==> src/rtl/ecc_regs_pkg.sv <==
package ecc_regs_pkg;
    localparam int unsigned ADDR_W = 12;
    localparam int unsigned DATA_W = 32;
    localparam int unsigned MSG_LSB = 16;
    localparam int unsigned MSG_W = 15;

    localparam logic [ADDR_W-1:0] A_ENC_CTL  = 12'h000;
    localparam logic [ADDR_W-1:0] A_ENC_CFG  = 12'h004;
    localparam logic [ADDR_W-1:0] A_ENC_ADDR = 12'h008;
    localparam logic [ADDR_W-1:0] A_ENC_IDLE = 12'h00C;
    localparam logic [ADDR_W-1:0] A_PAR_BASE = 12'h010;
    localparam logic [ADDR_W-1:0] A_ENC_IE   = 12'h080;
    localparam logic [ADDR_W-1:0] A_ENC_IS   = 12'h084;
    localparam logic [ADDR_W-1:0] A_DEC_CTL  = 12'h100;
    localparam logic [ADDR_W-1:0] A_DEC_CFG  = 12'h104;
    localparam logic [ADDR_W-1:0] A_DEC_IDLE = 12'h10C;
    localparam logic [ADDR_W-1:0] A_DEC_MAP  = 12'h124;
    localparam logic [ADDR_W-1:0] A_DEC_IE   = 12'h200;
    localparam logic [ADDR_W-1:0] A_DEC_IS   = 12'h204;

    localparam int unsigned CH_ENC = 0;
    localparam int unsigned CH_DEC = 1;

    // bit 1: one status per page, bit 0: interrupt gate
    typedef struct packed {
        logic page_mode;
        logic en;
    } irq_en_t;

    function automatic logic word_hit(input logic [ADDR_W-1:0] a,
                                      input logic [ADDR_W-1:0] target);
        return a[ADDR_W-1:2] == target[ADDR_W-1:2];
    endfunction
endpackage

==> src/rtl/ecc_irq_chan.sv <==
module ecc_irq_chan
    import ecc_regs_pkg::*;
(
    input  logic       clk,
    input  logic       rst,
    input  logic       ie_we,
    input  logic [1:0] ie_wdata,
    input  logic       rd_stat,
    input  logic       ev_pulse,
    input  logic       ev_last,
    input  logic       run,
    output irq_en_t    ie,
    output logic       status,
    output logic       irq
);
    logic set_evt;

    assign set_evt = run && ev_pulse && (!ie.page_mode || ev_last);
    assign irq     = status && ie.en;

    always_ff @(posedge clk) begin
        if (rst) begin
            ie     <= '0;
            status <= 1'b0;
        end else begin
            if (ie_we)
                ie <= irq_en_t'(ie_wdata);
            if (rd_stat && ie.en)
                status <= set_evt;
            else
                status <= status || set_evt;
        end
    end

    p_set_survives_r8: assert property (@(posedge clk) disable iff (rst)
        set_evt |=> status);
    p_masked_hold_r7: assert property (@(posedge clk) disable iff (rst)
        (rd_stat && !ie.en && status) |=> status);
    p_read_clears_r6: assert property (@(posedge clk) disable iff (rst)
        (rd_stat && ie.en && !set_evt) |=> !status);
    p_stopped_quiet_r5: assert property (@(posedge clk) disable iff (rst)
        (!run && !status && !(rd_stat && ie.en)) |=> !status);
endmodule

==> src/rtl/ecc_sector_map.sv <==
module ecc_sector_map #(
    parameter int unsigned N_SECT = 16,
    localparam int unsigned SECT_W = (N_SECT > 1) ? $clog2(N_SECT) : 1
) (
    input  logic              clk,
    input  logic              rst,
    input  logic              clr,
    input  logic              set_en,
    input  logic [SECT_W-1:0] idx,
    output logic [N_SECT-1:0] map
);
    always_ff @(posedge clk) begin
        if (rst || clr)
            map <= '0;
        else if (set_en && (int'(idx) < N_SECT))
            map[idx] <= 1'b1;
    end

    p_map_clear_r11: assert property (@(posedge clk) disable iff (rst)
        clr |=> (map == '0));
    p_map_sticky_r10: assert property (@(posedge clk) disable iff (rst)
        !clr |=> ((map & $past(map)) == $past(map)));
endmodule

==> src/rtl/ecc_parity_win.sv <==
module ecc_parity_win #(
    parameter int unsigned WORDS = 16,
    localparam int unsigned IDX_W = (WORDS > 1) ? $clog2(WORDS) : 1
) (
    input  logic             clk,
    input  logic             rst,
    input  logic             we,
    input  logic [IDX_W-1:0] w_idx,
    input  logic [31:0]      w_data,
    input  logic [IDX_W-1:0] r_idx,
    output logic [31:0]      r_data
);
    logic [31:0] mem [WORDS];

    always_ff @(posedge clk) begin
        if (rst) begin
            for (int i = 0; i < WORDS; i++)
                mem[i] <= '0;
        end else if (we && (int'(w_idx) < WORDS)) begin
            mem[w_idx] <= w_data;
        end
    end

    assign r_data = (int'(r_idx) < WORDS) ? mem[r_idx] : '0;

    p_par_latch_r12: assert property (@(posedge clk) disable iff (rst)
        (we && (int'(w_idx) < WORDS)) |=> (mem[$past(w_idx)] == $past(w_data)));
endmodule

==> src/rtl/ecc_ctl_regs.sv <==
module ecc_ctl_regs
    import ecc_regs_pkg::*;
#(
    parameter int unsigned MODE_SHIFT = 5,
    parameter int unsigned MODE_W     = 2,
    parameter int unsigned N_SECT     = 16,
    parameter int unsigned PAR_WORDS  = 16,
    localparam int unsigned SECT_W = (N_SECT > 1) ? $clog2(N_SECT) : 1,
    localparam int unsigned PIDX_W = (PAR_WORDS > 1) ? $clog2(PAR_WORDS) : 1
) (
    input  logic                  clk,
    input  logic                  rst,
    input  logic                  bus_wr,
    input  logic                  bus_rd,
    input  logic [11:0]           bus_addr,
    input  logic [31:0]           bus_wdata,
    output logic [31:0]           bus_rdata,
    output logic                  enc_run,
    input  logic                  enc_busy,
    input  logic                  enc_done,
    input  logic                  enc_last,
    output logic                  dec_run,
    input  logic                  dec_busy,
    input  logic                  dec_done,
    input  logic                  dec_last,
    input  logic [SECT_W-1:0]     dec_sector,
    input  logic                  par_we,
    input  logic [PIDX_W-1:0]     par_idx,
    input  logic [31:0]           par_word,
    output logic [MODE_SHIFT-1:0] enc_strength,
    output logic [MODE_W-1:0]     enc_mode,
    output logic [14:0]           enc_msg_bits,
    output logic [31:0]           enc_dma_addr,
    output logic [MODE_SHIFT-1:0] dec_strength,
    output logic [MODE_W-1:0]     dec_mode,
    output logic [14:0]           dec_msg_bits,
    output logic [1:0]            dec_correct,
    output logic                  dec_empty_en,
    output logic                  irq
);
    localparam int unsigned PAR_SPAN = 4 * PAR_WORDS;

    logic [31:0] enc_cfg, dec_cfg, enc_addr_q;
    logic        enc_ctl, dec_ctl;
    logic        dec_stop;
    logic [N_SECT-1:0] sect_map;
    logic [31:0] par_rd;
    logic [PIDX_W-1:0] par_ridx;
    logic        par_hit;
    logic [11:0] par_off;

    logic    ch_ie_we [2];
    logic    ch_rd    [2];
    logic    ch_pulse [2];
    logic    ch_last  [2];
    logic    ch_run   [2];
    irq_en_t ch_ie    [2];
    logic    ch_stat  [2];
    logic    ch_irq   [2];

    assign dec_stop = bus_wr && word_hit(bus_addr, A_DEC_CTL) && !bus_wdata[0];

    always_ff @(posedge clk) begin
        if (rst) begin
            enc_ctl    <= 1'b0;
            dec_ctl    <= 1'b0;
            enc_cfg    <= '0;
            dec_cfg    <= '0;
            enc_addr_q <= '0;
        end else if (bus_wr) begin
            if (word_hit(bus_addr, A_ENC_CTL))  enc_ctl    <= bus_wdata[0];
            if (word_hit(bus_addr, A_DEC_CTL))  dec_ctl    <= bus_wdata[0];
            if (word_hit(bus_addr, A_ENC_CFG))  enc_cfg    <= bus_wdata;
            if (word_hit(bus_addr, A_DEC_CFG))  dec_cfg    <= bus_wdata;
            if (word_hit(bus_addr, A_ENC_ADDR)) enc_addr_q <= bus_wdata;
        end
    end

    assign enc_run      = enc_ctl;
    assign dec_run      = dec_ctl;
    assign enc_dma_addr = enc_addr_q;
    assign enc_strength = enc_cfg[MODE_SHIFT-1:0];
    assign enc_mode     = enc_cfg[MODE_SHIFT +: MODE_W];
    assign enc_msg_bits = enc_cfg[MSG_LSB +: MSG_W];
    assign dec_strength = dec_cfg[MODE_SHIFT-1:0];
    assign dec_mode     = dec_cfg[MODE_SHIFT +: MODE_W];
    assign dec_msg_bits = dec_cfg[MSG_LSB +: MSG_W];
    assign dec_correct  = dec_cfg[13:12];
    assign dec_empty_en = dec_cfg[31];

    // channel wiring, index CH_ENC / CH_DEC
    assign ch_ie_we[CH_ENC] = bus_wr && word_hit(bus_addr, A_ENC_IE);
    assign ch_ie_we[CH_DEC] = bus_wr && word_hit(bus_addr, A_DEC_IE);
    assign ch_rd[CH_ENC]    = bus_rd && word_hit(bus_addr, A_ENC_IS);
    assign ch_rd[CH_DEC]    = bus_rd && word_hit(bus_addr, A_DEC_IS);
    assign ch_pulse[CH_ENC] = enc_done;
    assign ch_pulse[CH_DEC] = dec_done;
    assign ch_last[CH_ENC]  = enc_last;
    assign ch_last[CH_DEC]  = dec_last;
    assign ch_run[CH_ENC]   = enc_ctl;
    assign ch_run[CH_DEC]   = dec_ctl;

    for (genvar c = 0; c < 2; c++) begin : g_chan
        ecc_irq_chan u_chan (
            .clk      (clk),
            .rst      (rst),
            .ie_we    (ch_ie_we[c]),
            .ie_wdata (bus_wdata[1:0]),
            .rd_stat  (ch_rd[c]),
            .ev_pulse (ch_pulse[c]),
            .ev_last  (ch_last[c]),
            .run      (ch_run[c]),
            .ie       (ch_ie[c]),
            .status   (ch_stat[c]),
            .irq      (ch_irq[c])
        );
    end

    assign irq = ch_irq[CH_ENC] || ch_irq[CH_DEC];

    ecc_sector_map #(.N_SECT(N_SECT)) u_map (
        .clk    (clk),
        .rst    (rst),
        .clr    (dec_stop),
        .set_en (dec_ctl && dec_done),
        .idx    (dec_sector),
        .map    (sect_map)
    );

    assign par_off  = bus_addr - A_PAR_BASE;
    assign par_hit  = (bus_addr >= A_PAR_BASE) && (int'(par_off) < PAR_SPAN);
    assign par_ridx = par_off[PIDX_W+1:2];

    ecc_parity_win #(.WORDS(PAR_WORDS)) u_par (
        .clk    (clk),
        .rst    (rst),
        .we     (par_we),
        .w_idx  (par_idx),
        .w_data (par_word),
        .r_idx  (par_ridx),
        .r_data (par_rd)
    );

    always_ff @(posedge clk) begin
        if (rst) begin
            bus_rdata <= '0;
        end else if (bus_rd) begin
            bus_rdata <= '0;
            if (par_hit)                            bus_rdata <= par_rd;
            else if (word_hit(bus_addr, A_ENC_CTL))  bus_rdata <= {31'd0, enc_ctl};
            else if (word_hit(bus_addr, A_ENC_CFG))  bus_rdata <= enc_cfg;
            else if (word_hit(bus_addr, A_ENC_ADDR)) bus_rdata <= enc_addr_q;
            else if (word_hit(bus_addr, A_ENC_IDLE)) bus_rdata <= {31'd0, !(enc_ctl && enc_busy)};
            else if (word_hit(bus_addr, A_ENC_IE))   bus_rdata <= {30'd0, ch_ie[CH_ENC]};
            else if (word_hit(bus_addr, A_ENC_IS))   bus_rdata <= {31'd0, ch_stat[CH_ENC]};
            else if (word_hit(bus_addr, A_DEC_CTL))  bus_rdata <= {31'd0, dec_ctl};
            else if (word_hit(bus_addr, A_DEC_CFG))  bus_rdata <= dec_cfg;
            else if (word_hit(bus_addr, A_DEC_IDLE)) bus_rdata <= {31'd0, !(dec_ctl && dec_busy)};
            else if (word_hit(bus_addr, A_DEC_MAP))  bus_rdata <= 32'(sect_map);
            else if (word_hit(bus_addr, A_DEC_IE))   bus_rdata <= {30'd0, ch_ie[CH_DEC]};
            else if (word_hit(bus_addr, A_DEC_IS))   bus_rdata <= {31'd0, ch_stat[CH_DEC]};
        end
    end

    initial begin
        if (MODE_SHIFT + MODE_W > 12)
            $error("mode field overlaps correction field");
    end

    p_stop_drops_run_r11: assert property (@(posedge clk) disable iff (rst)
        dec_stop |=> !dec_run);
    p_start_raises_run_r2: assert property (@(posedge clk) disable iff (rst)
        (bus_wr && word_hit(bus_addr, A_ENC_CTL) && bus_wdata[0]) |=> enc_run);
    p_irq_needs_gate_r9: assert property (@(posedge clk) disable iff (rst)
        irq |-> (ch_ie[CH_ENC].en || ch_ie[CH_DEC].en));
endmodule

==> config.mk <==
export PLATFORM = sky130hd
export DESIGN_NAME = ecc_ctl_regs
export DESIGN_NICKNAME = d
export VERILOG_FILES = /design/src/rtl/ecc_regs_pkg.sv /design/src/rtl/ecc_irq_chan.sv /design/src/rtl/ecc_sector_map.sv /design/src/rtl/ecc_parity_win.sv /design/src/rtl/ecc_ctl_regs.sv
export SDC_FILE = /design/constraint.sdc
export NUM_CORES = 1
export LEC_CHECK = 0
export CAP_MARGIN = 20
export CORE_ASPECT_RATIO = 1.4
export CORE_MARGIN = 5
export CORE_UTILIZATION = 38
export CTS_BUF_LIST = sky130_fd_sc_hd__clkbuf_8
export DETAILED_ROUTE_END_ITERATION = 8
export GPL_TIMING_DRIVEN = 0
export HOLD_SLACK_MARGIN = 0.1
export PLACE_DENSITY = 0.61
export SKIP_CTS_REPAIR_TIMING = 1
export SYNTH_ARGS = -nofsm -noshare
export SYNTH_HDL_FRONTEND = slang
export SYNTH_SLANG_ARGS = --single-unit
==> constraint.sdc <==
create_clock -name clk -period 4.4 [get_ports clk]
set_input_delay 0.88 -clock clk [delete_from_list [all_inputs] [get_ports clk]]
set_output_delay 0.88 -clock clk [all_outputs]
set_load 0.005 [all_outputs]
==> flow_summary.json <==
{
  "max_slew_margin": 0.236,
  "rsz0062_at_grt": "false",
  "grt_antenna_before_repair": 7,
  "peakVddDrop_v": 0.000184,
  "synth_warnings": 0,
  "synth_seq_cells": 664,
  "drcViolationCount": 0,
  "yosys.area.top_type_share": 0.514,
  "hold_depth": 2,
  "cp-end-kind": "flip-flop",
  "layout_setup_ws_ps": 213,
  "nets": 2691,
  "min_path_type": "flip-flop to flip-flop",
  "grt_pass1_vias": 21137,
  "reg2reg_depth": 4,
  "worstPathMaxFanout": 10,
  "setup_viol": 0,
  "worstSetupPathType": "primary input to flip-flop",
  "async_flop_share": 0,
  "drv_cap": 0,
  "grt_pass1_wl_microns": 143000,
  "drive_gt1_frac": 0.160,
  "gp_congestion": 0.881,
  "worst_pin_slew_ps": 1150,
  "cts.sinks": 664,
  "path_buf_inv": 6,
  "die_w_microns": 247,
  "worst_setup_path_start_kind": "primary input",
  "fin_crit_sh": 0.952,
  "synth.area.top_cells": "edfxtp_1 (51%), mux4_2 (11%), and2_1 (11%)",
  "drtAntennaViolNets": 0,
  "syn_avg_cell_area_sq_um": 13.1,
  "status": "finished, final reports clean",
  "synth-main-ff-cell": "edfxtp_1",
  "fin_util": 0.454,
  "start_util": 0.384,
  "gr-usage-all-layers": 0.232,
  "crit_path_cell_trace": "buf_2 -> buf_2 -> clkinv_1 -> ha_1 -> clkbuf_1 -> clkbuf_2 -> clkbuf_2 -> mux4_2 -> a22oi_1 -> o21ai_0",
  "netlist_area_sq_um": 29900,
  "period_minus_slack_ps": 4190,
  "yosysMostFrequentCell": "and2_1",
  "ys_top_cells_by_count": "and2_1 (516), edfxtp_1 (512), nand2_1 (240)",
  "dieArea_sq_um": 84500,
  "power_leakage_nw": 12.1,
  "io_pins": 209,
  "required_ps": 5020,
  "grt_max_degree": 33,
  "syn_nets": 2375,
  "ys_seq_area_frac": 0.615,
  "wirelength_microns": 99800,
  "design_area_sq_um": 35400,
  "synthCells": 2277,
  "cts_buffers": 97,
  "die_h_microns": 342,
  "synth-edff-count": 512,
  "viasPerCell": 5.49,
  "cts_tree": "done",
  "wl_per_cell_microns": 26.9,
  "drt_iter0_markers": 1903,
  "portBuffers": 201,
  "root_buffer": "clkbuf_8",
  "max_freq_ghz": 0.239,
  "yosysUniqueCellTypes": 59,
  "cts_buffer_depth": 3,
  "worstSkewPairLatency_ps": 750,
  "cts.clk_slew.worst_paths_ps": 60,
  "slew_viol_final": 0,
  "hold_viol_final": 0,
  "max_stage_delay_ps": 510,
  "syn_to_final_growth_pct": 18.2,
  "cp.arrival_ps": 4810,
  "slowest_stage": "clkinv_1",
  "num_rows": 121,
  "grt-ovfl-total": 0,
  "cpLargestDelayFamily": "buffers and inverters",
  "via_count": 20388,
  "place_area_sq_um": 33500,
  "fillCellCount": 6976,
  "dp_hpwl_microns": 70000,
  "skew_ps": 42.8,
  "cp.depth": 10,
  "dp_slack_ps": -1020,
  "dr.pass1.iters": 6,
  "power.density_nw_per_um2": 365,
  "h-tree-depth": 3,
  "core_region_area_sq_um": 78000,
  "synth_top_area_cell": "edfxtp_1"
}
## per-stage QoR
stage	std cells	hold WS [ps]	total power [W]	TNS, ps
2_1_floorplan	2277	429	0.00777	0
3_3_place_gp	3523	443	0.00825	-39790
3_5_place_dp	3536	451	0.00832	-33490
4_1_cts	3707	460	0.0129	-3240
5_1_grt	3711	476	0.0133	0
6_report	3715	458	0.0129	0
## cell type report
| class | count | area [sq um] | share of cell area |
|---|---|---|---|
| Sequential cell | 664 | 18400 | 0.521 |
| Multi-Input combinational cell | 1373 | 10300 | 0.292 |
| Timing Repair Buffer | 217 | 2350 | 0.0664 |
| Clock buffer | 103 | 1420 | 0.0401 |
| Tap cell | 1045 | 1310 | 0.0370 |
| Buffer | 232 | 1160 | 0.0328 |
| Clock inverter | 68 | 353 | 0.00997 |
| Inverter | 8 | 30.0 | 0.000849 |
| Antenna cell | 5 | 12.5 | 0.000354 |
## report_power, final
| part | switching (W) | leakage [nW] | internal [W] |
|---|---|---|---|
| Combinational | 0.000660 | 5.03 | 0.000444 |
| Sequential | 0.0000741 | 6.11 | 0.00702 |
| Clock | 0.00243 | 1.01 | 0.00228 |
| Total | 0.00316 | 12.1 | 0.00974 |
## metal layers
metal,routed length (microns),GRT usage,part of all wire
met5,21,0,0.00021
met3,7710,0.0431,0.077
met2,52100,0.422,0.52
met1,34700,0.258,0.35
met4,5260,0.117,0.053
## path summary, 6_finish.rpt
path	start	to	slack (ps)
setup / recovery	bus_addr[4]	bus_rdata[17]	210
hold / removal	dec_cfg[7]	dec_cfg[7]	460
setup reg to reg	u_par.mem[13][17]	bus_rdata[17]	2540
hold reg to reg	dec_cfg[7]	dec_cfg[7]	460
## cells by family after synthesis
group / share of synthesized area
adders and majority gates: 0.00125
muxes: 0.117
buffers and inverters: 0.0395
and+or+nand+nor: 0.170
AOI/OAI and AO/OA: 0.0562
DFF: 0.615
## placed cells by master, fill, tap and decap left out, types with 8 or more instances in the layout
master and n:
nor2b_1 11, inv_1 38, nor3_1 20, clkdlybuf4s50_1 201, o22ai_1 8, nand2b_1 11
mux2i_1 9, dfxtp_1 152, a21oi_1 138, mux2_2 14, edfxtp_1 512, a22oi_1 47
nand3_1 24, clkinv_1 19, buf_2 39, clkbuf_1 129, nor2_1 60, clkinv_2 9
and2_1 516, clkbuf_8 103, buf_4 52, buf_12 12, a221o_1 12, a211oi_1 11
o21ai_0 17, or2_2 16, a31oi_1 10, mux4_2 145, nand2_1 240, o21ai_1 8
## worst register-to-register path: stages (launching register included)
cell      delay (ps)
edfxtp_1         390
mux4_2           480
mux4_2           570
a22oi_1          200
o21ai_0          100
## state kept, by name, summed over array words and instances (netlist names)
name,cells
enc_run,1
enc_cfg,32
bus_rdata,32
g_chan.u_chan.status,2
g_chan.u_chan.ie,4
u_par.mem,512
dec_run,1
u_map.map,16
dec_cfg,32
enc_dma_addr,32
(Power assumes the default switching activity.)
